<file path="src/rtl/lbirq_pkg.sv">
package lbirq_pkg;

  localparam int MAX_SRC = 32;

  // Vector for the lowest-numbered set bit: (index+1) << 2, zero if none set.
  function automatic logic [15:0] vec_encode(input logic [MAX_SRC-1:0] pend);
    logic [15:0] r;
    r = '0;
    for (int i = MAX_SRC - 1; i >= 0; i--) begin
      if (pend[i]) r = 16'((i + 1) << 2);
    end
    return r;
  endfunction

endpackage

</file>
<file path="src/rtl/lbirq_src.sv">
module lbirq_src #(
  parameter int N = 16
) (
  input  logic         clk,
  input  logic         rst_n,
  input  logic [N-1:0] lines,
  input  logic [N-1:0] enable,
  output logic [N-1:0] src_q,
  output logic [N-1:0] pending,
  output logic         any_pending
);
  always_ff @(posedge clk) begin
    if (!rst_n) src_q <= '0;
    else        src_q <= lines;
  end

  assign pending     = src_q & enable;
  assign any_pending = |pending;
endmodule

</file>
<file path="src/rtl/lbirq_vec_enc.sv">
module lbirq_vec_enc #(
  parameter int N      = 16,
  parameter int DATA_W = 16
) (
  input  logic [N-1:0]      pending,
  output logic [DATA_W-1:0] vec
);
  import lbirq_pkg::*;

  logic [MAX_SRC-1:0] pend_ext;
  assign pend_ext = MAX_SRC'(pending);
  assign vec      = DATA_W'(vec_encode(pend_ext));
endmodule

</file>
<file path="src/rtl/lbirq_regif.sv">
module lbirq_regif #(
  parameter int              DATA_W   = 16,
  parameter int              ADDR_W   = 3,
  parameter logic [DATA_W-1:0] MASK_RST = 16'h0010
) (
  input  logic                clk,
  input  logic                rst_n,
  input  logic                sel,
  input  logic                wr,
  input  logic [ADDR_W-1:0]   addr,
  input  logic [DATA_W/8-1:0] be,
  input  logic [DATA_W-1:0]   wdata,
  input  logic [DATA_W-1:0]   vec,
  output logic [DATA_W-1:0]   mask_q,
  output logic [DATA_W-1:0]   rdata,
  output logic                err,
  output logic                mask_wr_ev,
  output logic                rd_unmapped_ev
);
  localparam int BE_W = DATA_W / 8;
  localparam logic [ADDR_W-1:0] VEC_IDX  = ADDR_W'(0);
  localparam logic [ADDR_W-1:0] MASK_IDX = ADDR_W'(1);

  function automatic logic [DATA_W-1:0] lane_merge(
    input logic [DATA_W-1:0] old_v,
    input logic [DATA_W-1:0] new_v,
    input logic [BE_W-1:0]   lanes);
    logic [DATA_W-1:0] r;
    for (int b = 0; b < BE_W; b++)
      r[b*8 +: 8] = lanes[b] ? new_v[b*8 +: 8] : old_v[b*8 +: 8];
    return r;
  endfunction

  logic hit_vec, hit_mask, rd_ev;
  assign hit_vec        = (addr == VEC_IDX);
  assign hit_mask       = (addr == MASK_IDX);
  assign rd_ev          = sel && !wr;
  assign mask_wr_ev     = sel && wr && hit_mask;
  assign rd_unmapped_ev = rd_ev && !hit_vec && !hit_mask;

  always_ff @(posedge clk) begin
    if (!rst_n)          mask_q <= MASK_RST;
    else if (mask_wr_ev) mask_q <= lane_merge(mask_q, wdata, be);
  end

  always_ff @(posedge clk) begin
    if (!rst_n) begin
      rdata <= '0;
      err   <= 1'b0;
    end else begin
      err <= rd_unmapped_ev;
      if (rd_ev) begin
        if (hit_vec)       rdata <= vec;
        else if (hit_mask) rdata <= mask_q;
        else               rdata <= '0;
      end
    end
  end
endmodule

</file>
<file path="src/rtl/lbirq_ctrl.sv">
module lbirq_ctrl #(
  parameter int                N        = 16,
  parameter int                DATA_W   = 16,
  parameter int                ADDR_W   = 3,
  parameter logic [DATA_W-1:0] MASK_RST = 16'h0010
) (
  input  logic                clk,
  input  logic                rst_n,
  input  logic [N-1:0]        irq_in,
  input  logic                bus_sel,
  input  logic                bus_wr,
  input  logic [ADDR_W-1:0]   bus_addr,
  input  logic [DATA_W/8-1:0] bus_be,
  input  logic [DATA_W-1:0]   bus_wdata,
  output logic [DATA_W-1:0]   bus_rdata,
  output logic                bus_err,
  output logic                irq_out
);
  logic [DATA_W-1:0] mask_q;
  logic [N-1:0]      src_q, pending;
  logic              any_pending;
  logic [DATA_W-1:0] vec;
  logic              mask_wr_ev, rd_unmapped_ev;

  lbirq_src #(.N(N)) u_src (
    .clk(clk), .rst_n(rst_n), .lines(irq_in), .enable(mask_q[N-1:0]),
    .src_q(src_q), .pending(pending), .any_pending(any_pending)
  );

  lbirq_vec_enc #(.N(N), .DATA_W(DATA_W)) u_enc (
    .pending(pending), .vec(vec)
  );

  lbirq_regif #(.DATA_W(DATA_W), .ADDR_W(ADDR_W), .MASK_RST(MASK_RST)) u_regif (
    .clk(clk), .rst_n(rst_n), .sel(bus_sel), .wr(bus_wr), .addr(bus_addr),
    .be(bus_be), .wdata(bus_wdata), .vec(vec), .mask_q(mask_q),
    .rdata(bus_rdata), .err(bus_err), .mask_wr_ev(mask_wr_ev),
    .rd_unmapped_ev(rd_unmapped_ev)
  );

  assign irq_out = any_pending;
endmodule

</file>
<file path="config.mk">
export PLATFORM = sky130hd
export DESIGN_NAME = lbirq_ctrl
export DESIGN_NICKNAME = d
export VERILOG_FILES = /design/src/rtl/lbirq_pkg.sv /design/src/rtl/lbirq_src.sv /design/src/rtl/lbirq_vec_enc.sv /design/src/rtl/lbirq_regif.sv /design/src/rtl/lbirq_ctrl.sv
export SDC_FILE = /design/constraint.sdc
export NUM_CORES = 1
export LEC_CHECK = 0
export BUFFER_PORTS_ARGS = -buffer_cell sky130_fd_sc_hd__buf_4
export CORE_UTILIZATION = 39
export DETAILED_ROUTE_END_ITERATION = 8
export RECOVER_POWER = 25
export SLEW_MARGIN = 20
export SYNTH_ARGS = -nofsm -noshare
export SYNTH_HDL_FRONTEND = slang
export SYNTH_HIERARCHICAL = 1
export SYNTH_SLANG_ARGS = --single-unit
</file>
<file path="constraint.sdc">
create_clock -name clk -period 4.3 [get_ports clk]
set_input_delay 0.43 -clock clk [delete_from_list [all_inputs] [get_ports clk]]
set_output_delay 0.43 -clock clk [all_outputs]
set_load 0.02 [all_outputs]
</file>
==> results by stage, run 1 <==
Setup path:
- Walking the worst path, the cells encountered are and2_1 -> or4_1 -> or4_1 -> buf_4.
- The category of the worst setup path launch point is a register.
- Across all register-to-register paths, the minimum setup slack is 2.40 ns.
- The required time of the critical path is 3.87 ns.
- The delay of the slowest cell on the worst path is 0.56 ns.
- In this run the critical register-to-register path is launched from u_regif/mask_q[11].
- The top fanout value on the critical path is 5.
- The critical path endpoint category is an output pin.
- The cell depth of the worst setup path is 4.
- The largest individual stage delay along the critical path comes from the cell or4_1.
- The category of the critical setup timing path is reg2out.
- Among cell families on the critical path, the largest total delay comes from simple AND/OR/NAND/NOR gates.
- The worst path arrival time is 2.06 ns.
- Among the stages of the critical path, the cell type that occurs most often is or4_1.
- The reg-to-reg critical path endpoint is u_regif/rdata[2].
- The most critical setup path has its startpoint at u_regif/mask_q[2].
- Together, buffers and inverters on the worst path number 1.
- The worst reg2reg path depth is 6.

Global routing:
- The global route total overflow is 0.
- In the global route stage, overall resource usage came out at 0.1730.
- The number of antenna violations at the first check in global routing came to 0.
- Entering global routing, the biggest net connects 65 pins.
- The number of global-route vias before repair is 1,720.
- The first global-routing pass estimated 8273 µm of wire.

Timing:
- The worst path in the final design needs a cycle of 2.490 ns, including I/O delays and setup.
- The max-slew violation total from the final report is 65.
- Setup repair after global routing left no endpoint under its margin.
- The final number of hold-violating endpoints came to 0.
- In the finished design, the share of the clock period the worst path needs comes to 0.5791.
- The sum of negative setup slack is 0 ns.
- The maximum clock frequency is 0.4016 GHz.
- The actual slew at the worst max-slew pin is 2.208 ns.
- The worst slew margin relative to its limit is -0.4721.
- Clock skew on the completed layout was measured at 0.004366 ns.
- The number of endpoints failing setup at the final stage is 0.

Cells and area:
- The layout cell share with drive strength beyond 1 is 0.2658.
- For this run, the post-layout net count is 341.
- The sequential cells in the finished layout cover a total of 980.9 µm².
- In the final layout, the multi-input gates occupy 1119 µm².
- Once layout is complete, the utilization of the core stands at 0.4962.
- The finished layout holds 373 standard cells, fillers aside.
- Counting the fill cells in the layout gives 570.
- 0 antenna diodes ended up in the layout.
- Once layout is done, the placed cells without fillers occupy 2749 µm².
- Compared with the post-synthesis result, the final layout area differs by 21.52%.

Logic synthesis:
- The average footprint of a synthesized cell is 9.085 µm².
- The total standard cell area after synthesis is 2262 µm².
- The number of warnings issued by yosys is 6.
- Counting every instance in the synthesized netlist gives 249.

Worst hold path:
- The worst hold path was traced through 2 stages.
- The startpoint of the most critical hold path is irq_in[3].
- The path class of the tightest hold or removal check is in2reg.
- The capture endpoint of the worst hold path is u_src/src_q[3].

Pwr:
- In this run the static leakage power is 1.206 nW.
- Power spread over the standard cell area amounts to 320.9 nW/µm².
- The highest ir drop seen on vdd is 151.8 µV.
- The post-route total power is 0.0008822 W.

Clocking:
- Counting the buffers created by CTS gives 5.
- The tree is rooted in a clkbuf_8.
- Buffers inserted to repair hold after CTS numbered 0.
- The clock net sink count is 49.
- The later pin in the worst-skew pair is clocked with a latency of 0.30 ns.
- The clock passes through at most 2 buffers.
- The H-tree generated during clock tree synthesis spans 2 levels.
- The post-CTS repair timing setup buffer count is 0.
- The clock tree from TritonCTS is built.
- The quantity of gates resized following cts is 0.
- The clock input transition at the sequential cells of the worst setup and hold paths is 0.09 ns.

Detailed routing:
- Detailed routing placed a total of 289 µm of wire on met3.
- The first detailed-routing pass ran for 4 iterations.
- For this block, the initial DRC count from the detailed router was 78.
- Dividing the detail-routed wire length by the instance count gives 13.25 µm.
- Wires add up to 4943 µm.
- The number of nets with antenna violations after detailed routing is 0.
- After detailed routing, the number of remaining DRC violations is 0.
- Summing over every cut layer, the via total after detailed routing is 1,807.
- The detailed router used layers up to and including met4.
- The routed length on met2 is 2294 µm.
- The detail-routed via count per cell is 4.845.
- The wire length on met1 is 2319 µm.

Place:
- Routability-driven placement finished with a final weighted congestion of 0.8688.
- Including well taps, the total number of placed cells is 365.
- The instance area after placement is 2651 µm².
- Port buffering added 58 buffers.
- Detailed placement finished with a half-perimeter wire length of 3578 µm.

Status:
- The run finished, with violations left.
- The final reports fail on max-capacitance violations, max-slew violations.

Floorplan:
- The number of placement rows is 27.
- The placeable core area is 5540 µm².
- From bottom edge to top edge, the die measures 78.16 µm.
- The initial standard-cell utilization of the core is 0.4083.
- For this design the top-level I/O count stands at 59.
- Measured along the x axis, the die boundary spans 78.16 µm.
- The die covers 6109 µm².

Job:
- The max capacitance violation total is 1.
placed cells by master (no fill, tap or decap), drive strengths merged:
cell     count
nor2        25
o41ai        1
nand3        1
dfxtp       49
clkinv       1
nor4         3
and4         2
nand2       33
nand2b       1
nor3b        1
a2111oi      1
a221oi      16
inv          5
mux2i       15
and2b        1
a21oi        3
and2        35
o211ai       1
conb        11
or4          5
nor3         3
a211oi       1
and3         2
o31ai        1
buf         58
clkbuf       8
o21ai       18
sequential cells by signal, summed over array words and instances (netlist names):
signal and cells:
u_regif/mask_q 16, u_regif/rdata 16, u_src/src_q 16, u_regif/err 1
per-stage QoR:
stage | setup slack, ns | hold WS [ns]
3_5_place_dp | 2.077 | 0.4670
2_1_floorplan | 2.285 | 0.4433
3_3_place_gp | 2.156 | 0.4661
5_1_grt | 1.586 | 0.3243
4_1_cts | 1.804 | 0.3203
6_report | 1.810 | 0.3325
report_power, final:
part / internal [W] / switching [W] / total [W]
clock network: 0.000146 / 0.000147 / 0.000293
registers: 0.000472 / 0.00000680 / 0.000478
logic: 0.0000546 / 0.0000566 / 0.000111
total: 0.000672 / 0.000211 / 0.000882
how the worst max path moves through the flow:
stage,endpoint
global placement,u_regif/mask_q[13]
detailed placement,u_regif/mask_q[15]
global route,u_regif/rdata[14]
CTS,irq_out
finish,irq_out
floorplan,irq_out
layout make-up:
type	instances	area share
clock buffers	7	0.03505
clock inverters	1	0.001821
inverters	5	0.006827
multi-input cells	180	0.4069
flip-flops and latches	49	0.3568
well taps	72	0.03277
repair buffers	59	0.1598
metal layers:
layer | up-vias | track usage
li1 | 932 | -
met1 | 817 | 0.2269
met2 | 53 | 0.2772
met3 | 5 | 0.04651
met4 | 0 | 0.05000
met5 | - | 0
(Power assumes the default switching activity.)
==> run 2: changes to the inputs <==
==> constraint.sdc (replaced) <==
create_clock -name clk -period 2.05 [get_ports clk]
set_input_delay 0.205 -clock clk [delete_from_list [all_inputs] [get_ports clk]]
set_output_delay 0.205 -clock clk [all_outputs]
set_load 0.02 [all_outputs]
==> results by stage, run 2 (synthesized netlist as in run 1, its figures left out) <==
Global routing:
- The wire length of the first global-routing pass is 8369 µm (+1.2%).
- The largest net degree at the start of global routing was 65 (unchanged).
- The number of antenna violations at the first check in global routing is 0 (unchanged).
- The total global-route track usage is 0.1783 (+0.005321).
- The global route total overflow is 0 (unchanged).
- The number of global-route vias before repair is 1,830 (+6.4%).

Setup path:
- The required time of the critical path was 1.85 ns (-2.02 ns).
- The category of the critical setup timing path is reg2out.
- The delay of the slowest cell on the worst path was 0.55 ns (about the same).
- STA classifies the critical path startpoint as a register.
- The worst reg2reg path depth is 6 (unchanged).
- STA classifies the critical path endpoint as an output pin.
- The worst path arrival time is 1.99 ns (-0.07 ns).
- The startpoint of the lowest-slack register-to-register path is u_regif/mask_q[13].
- The critical path goes through and2_4 -> or4_4 -> or4_4 -> buf_6.
- In this run the critical register-to-register path is captured at u_regif/rdata[2].
- On the critical path the largest part of the delay comes from simple AND/OR/NAND/NOR gates.
- The largest individual stage delay along the critical path comes from the cell or4_4.
- The cell that appears most often on the critical path is or4_4.
- The setup slack of the most critical reg-to-reg path was 0.27 ns (-2.13 ns).
- The count of buffering cells on the critical path with inverters included was 1 (unchanged).
- The top fanout value on the critical path came to 3 (-2).

Worst hold path:
- The worst hold path begins at irq_in[12].
- The worst hold-check path type is in2reg.
- The worst hold path stage count was 2 (unchanged).
- The worst hold path terminates at u_src/src_q[12].

Timing:
- The post-route clock skew was 0.006851 ns (+0.002485 ns).
- The worst slew margin relative to its limit was 0.2875 (+0.7597).
- The max-slew violation total from the final report is 0 (-100%).
- The minimum clock period after layout is 2.191 ns.
- Setup repair after global routing could not meet its margin everywhere.
- The maximum clock frequency is 0.4564 GHz.
- The actual slew at the worst max-slew pin came to 1.069 ns (-1.140 ns).
- The final worst hold slack came to 0.1065 ns (-0.2260 ns).
- The final worst-path setup slack is -0.1412 ns (-1.951 ns).
- The final period utilization is 1.069.
- The number of endpoints failing setup at the final stage came to 1 (+1).
- The final number of hold-violating endpoints is 0 (unchanged).

Pwr:
- The net switching power figure came to 0.0004489 W (+110%).
- The relative contribution of sequential cells to total power is 0.557 (+0.015).
- The reported leakage power came to 1.237 nW (+2.6%).
- The internal power summed over all cells is 0.001353 W (+100%).
- The combinational share of power was 0.136 (+0.010).
- The total power divided by cell area is 638.9 nW/µm² (+99%).
- The net switching fraction of the power is 0.2491 (+0.01044).
- The highest ir drop seen on vdd is 407.1 µV (+170%).
- The relative contribution of the clock network to total power was 0.307 (-0.025).

Place:
- The instance area after placement was 2674 µm² (+0.85%).
- The half-perimeter wire length after placement came to 3586 µm (+0.23%).
- The number of buffer cells added on primary ports is 58 (unchanged).
- The routability congestion estimate is 0.9328 (+7.4%).

Cells and area:
- The number of antenna diodes was 0 (unchanged).
- In the layout the commonest cells are buf_4 (63), dfxtp_1 (43), nand2_1 (33).
- The layout cell share with drive strength beyond 1 is 0.3322 (+0.06647).
- The largest registers in the layout are u_regif/mask_q: 16 flops, u_regif/rdata: 16 flops, u_src/src_q: 16 flops.
- The net count of the finished layout was 347 (+1.8%).
- The area of all placed cells without fillers is 2820 µm² (+2.6%).
- Compared with the post-synthesis result, the final layout area differs by 24.67%.
- The leading cell type in the layout, fill and taps excluded is buf_4.

Floorplan:
- The overall die height is 78.16 µm (unchanged).
- The chip width is 78.16 µm (unchanged).
- The number of placement rows was 27 (unchanged).
- The placeable core area came to 5540 µm² (unchanged).
- The top-level port count is 59 (unchanged).
- The initial standard-cell utilization of the core is 0.4083 (unchanged).
- The full die area is 6109 µm² (unchanged).

Detailed routing:
- The post-route DRC violation count is 0 (unchanged).
- The overall routed net length is 5146 µm (+4.1%).
- The detail-routed via count per cell came to 4.937 (+1.9%).
- The detail-routed net length per standard cell is 13.58 µm (+2.5%).
- The detailed-router iteration count before antenna repair is 4 (unchanged).
- The number of nets with antenna violations after detailed routing is 0 (unchanged).
- The count of vias placed by the detailed router came to 1,871 (+3.5%).
- The number of violations reported at the end of detailed-routing iteration 0 is 67 (-14%).

Status:
- The flow ran to the end, but the final reports show violations.
- The final reports fail on negative setup slack.

Clocking:
- The clock network latency to the later pin of the worst-skew pair is 0.30 ns (about the same).
- TritonCTS built the clock tree.
- The clock input transition at the sequential cells of the worst setup and hold paths came to 0.09 ns (about the same).
- The clock net sink count is 49 (unchanged).
- The hold buffer count at CTS is 0 (unchanged).
- The number of buffers added by the clock tree synthesis step was 5 (unchanged).
- The cell sitting at the root of the clock tree is a clkbuf_8.
- The clock tree buffer depth is 2 (unchanged).
- The CTS H-tree depth was 2 (unchanged).

Job:
- The max capacitance violation total is 0 (-1).
## run 2: power by group through the flow
stage / clock [W] / sequential (W) / combinational [W]
2_1_floorplan: 0 / 0.00105 / 0.000119
3_3_place_gp: 0 / 0.00103 / 0.000239
3_5_place_dp: 0 / 0.00103 / 0.000240
4_1_cts: 0.000566 / 0.00100 / 0.000246
5_1_grt: 0.000620 / 0.00101 / 0.000270
6_report: 0.000553 / 0.00100 / 0.000245
## run 2: how the worst max path moves through the flow
| stage | start | end | slack, ns | depth (start not counted) |
|---|---|---|---|---|
| after floorplan | u_regif/mask_q[2] | irq_out | 0.26 | 3 |
| after global placement | u_regif/mask_q[2] | irq_out | 0.14 | 4 |
| after detailed placement | u_regif/mask_q[2] | irq_out | 0.14 | 4 |
| after CTS | u_regif/mask_q[11] | irq_out | -0.14 | 4 |
| after global routing | u_regif/mask_q[7] | irq_out | -0.18 | 4 |
| final | u_src/src_q[7] | irq_out | -0.14 | 4 |
## run 2: area by class of cell
class / count / area, µm²
clock inverters: 1 / 7.507
flip-flops and latches: 49 / 988.4
well taps: 72 / 90.09
inverters: 5 / 18.77
multi-input cells: 180 / 1150
clock buffers: 7 / 76.32
fillers: 578 / 2720
repair buffers: 65 / 489.2
## run 2: metrics by stage
step           setup WS [ns]  instances  power, W  setup TNS [ns]    util
3_5_place_dp          0.1438        368  0.001266               0  0.4826
6_report             -0.1412        379  0.001802         -0.1412  0.5090
4_1_cts              -0.1423        379  0.001816         -0.1423  0.5079
5_1_grt              -0.1797        379  0.001898         -0.1797  0.5090
3_3_place_gp          0.1427        368  0.001266               0  0.4826
2_1_floorplan         0.2596        259  0.001165               0       -
## run 2: timing repair
| action | in CTS | in global routing |
|---|---|---|
| gates resized for setup | 14 | 4 |
| setup endpoints to repair | 1 | 1 |
| gates cloned | 0 | 0 |
| buffers inserted | 3 | 0 |
| pin swaps | 2 | 1 |
## run 2: per-layer routing
metal | routed length, µm | GRT usage
met1 | 2403 | 0.2231
met2 | 2369 | 0.2886
met3 | 257 | 0.03953
met4 | 115 | 0.08704
met5 | 0 | 0
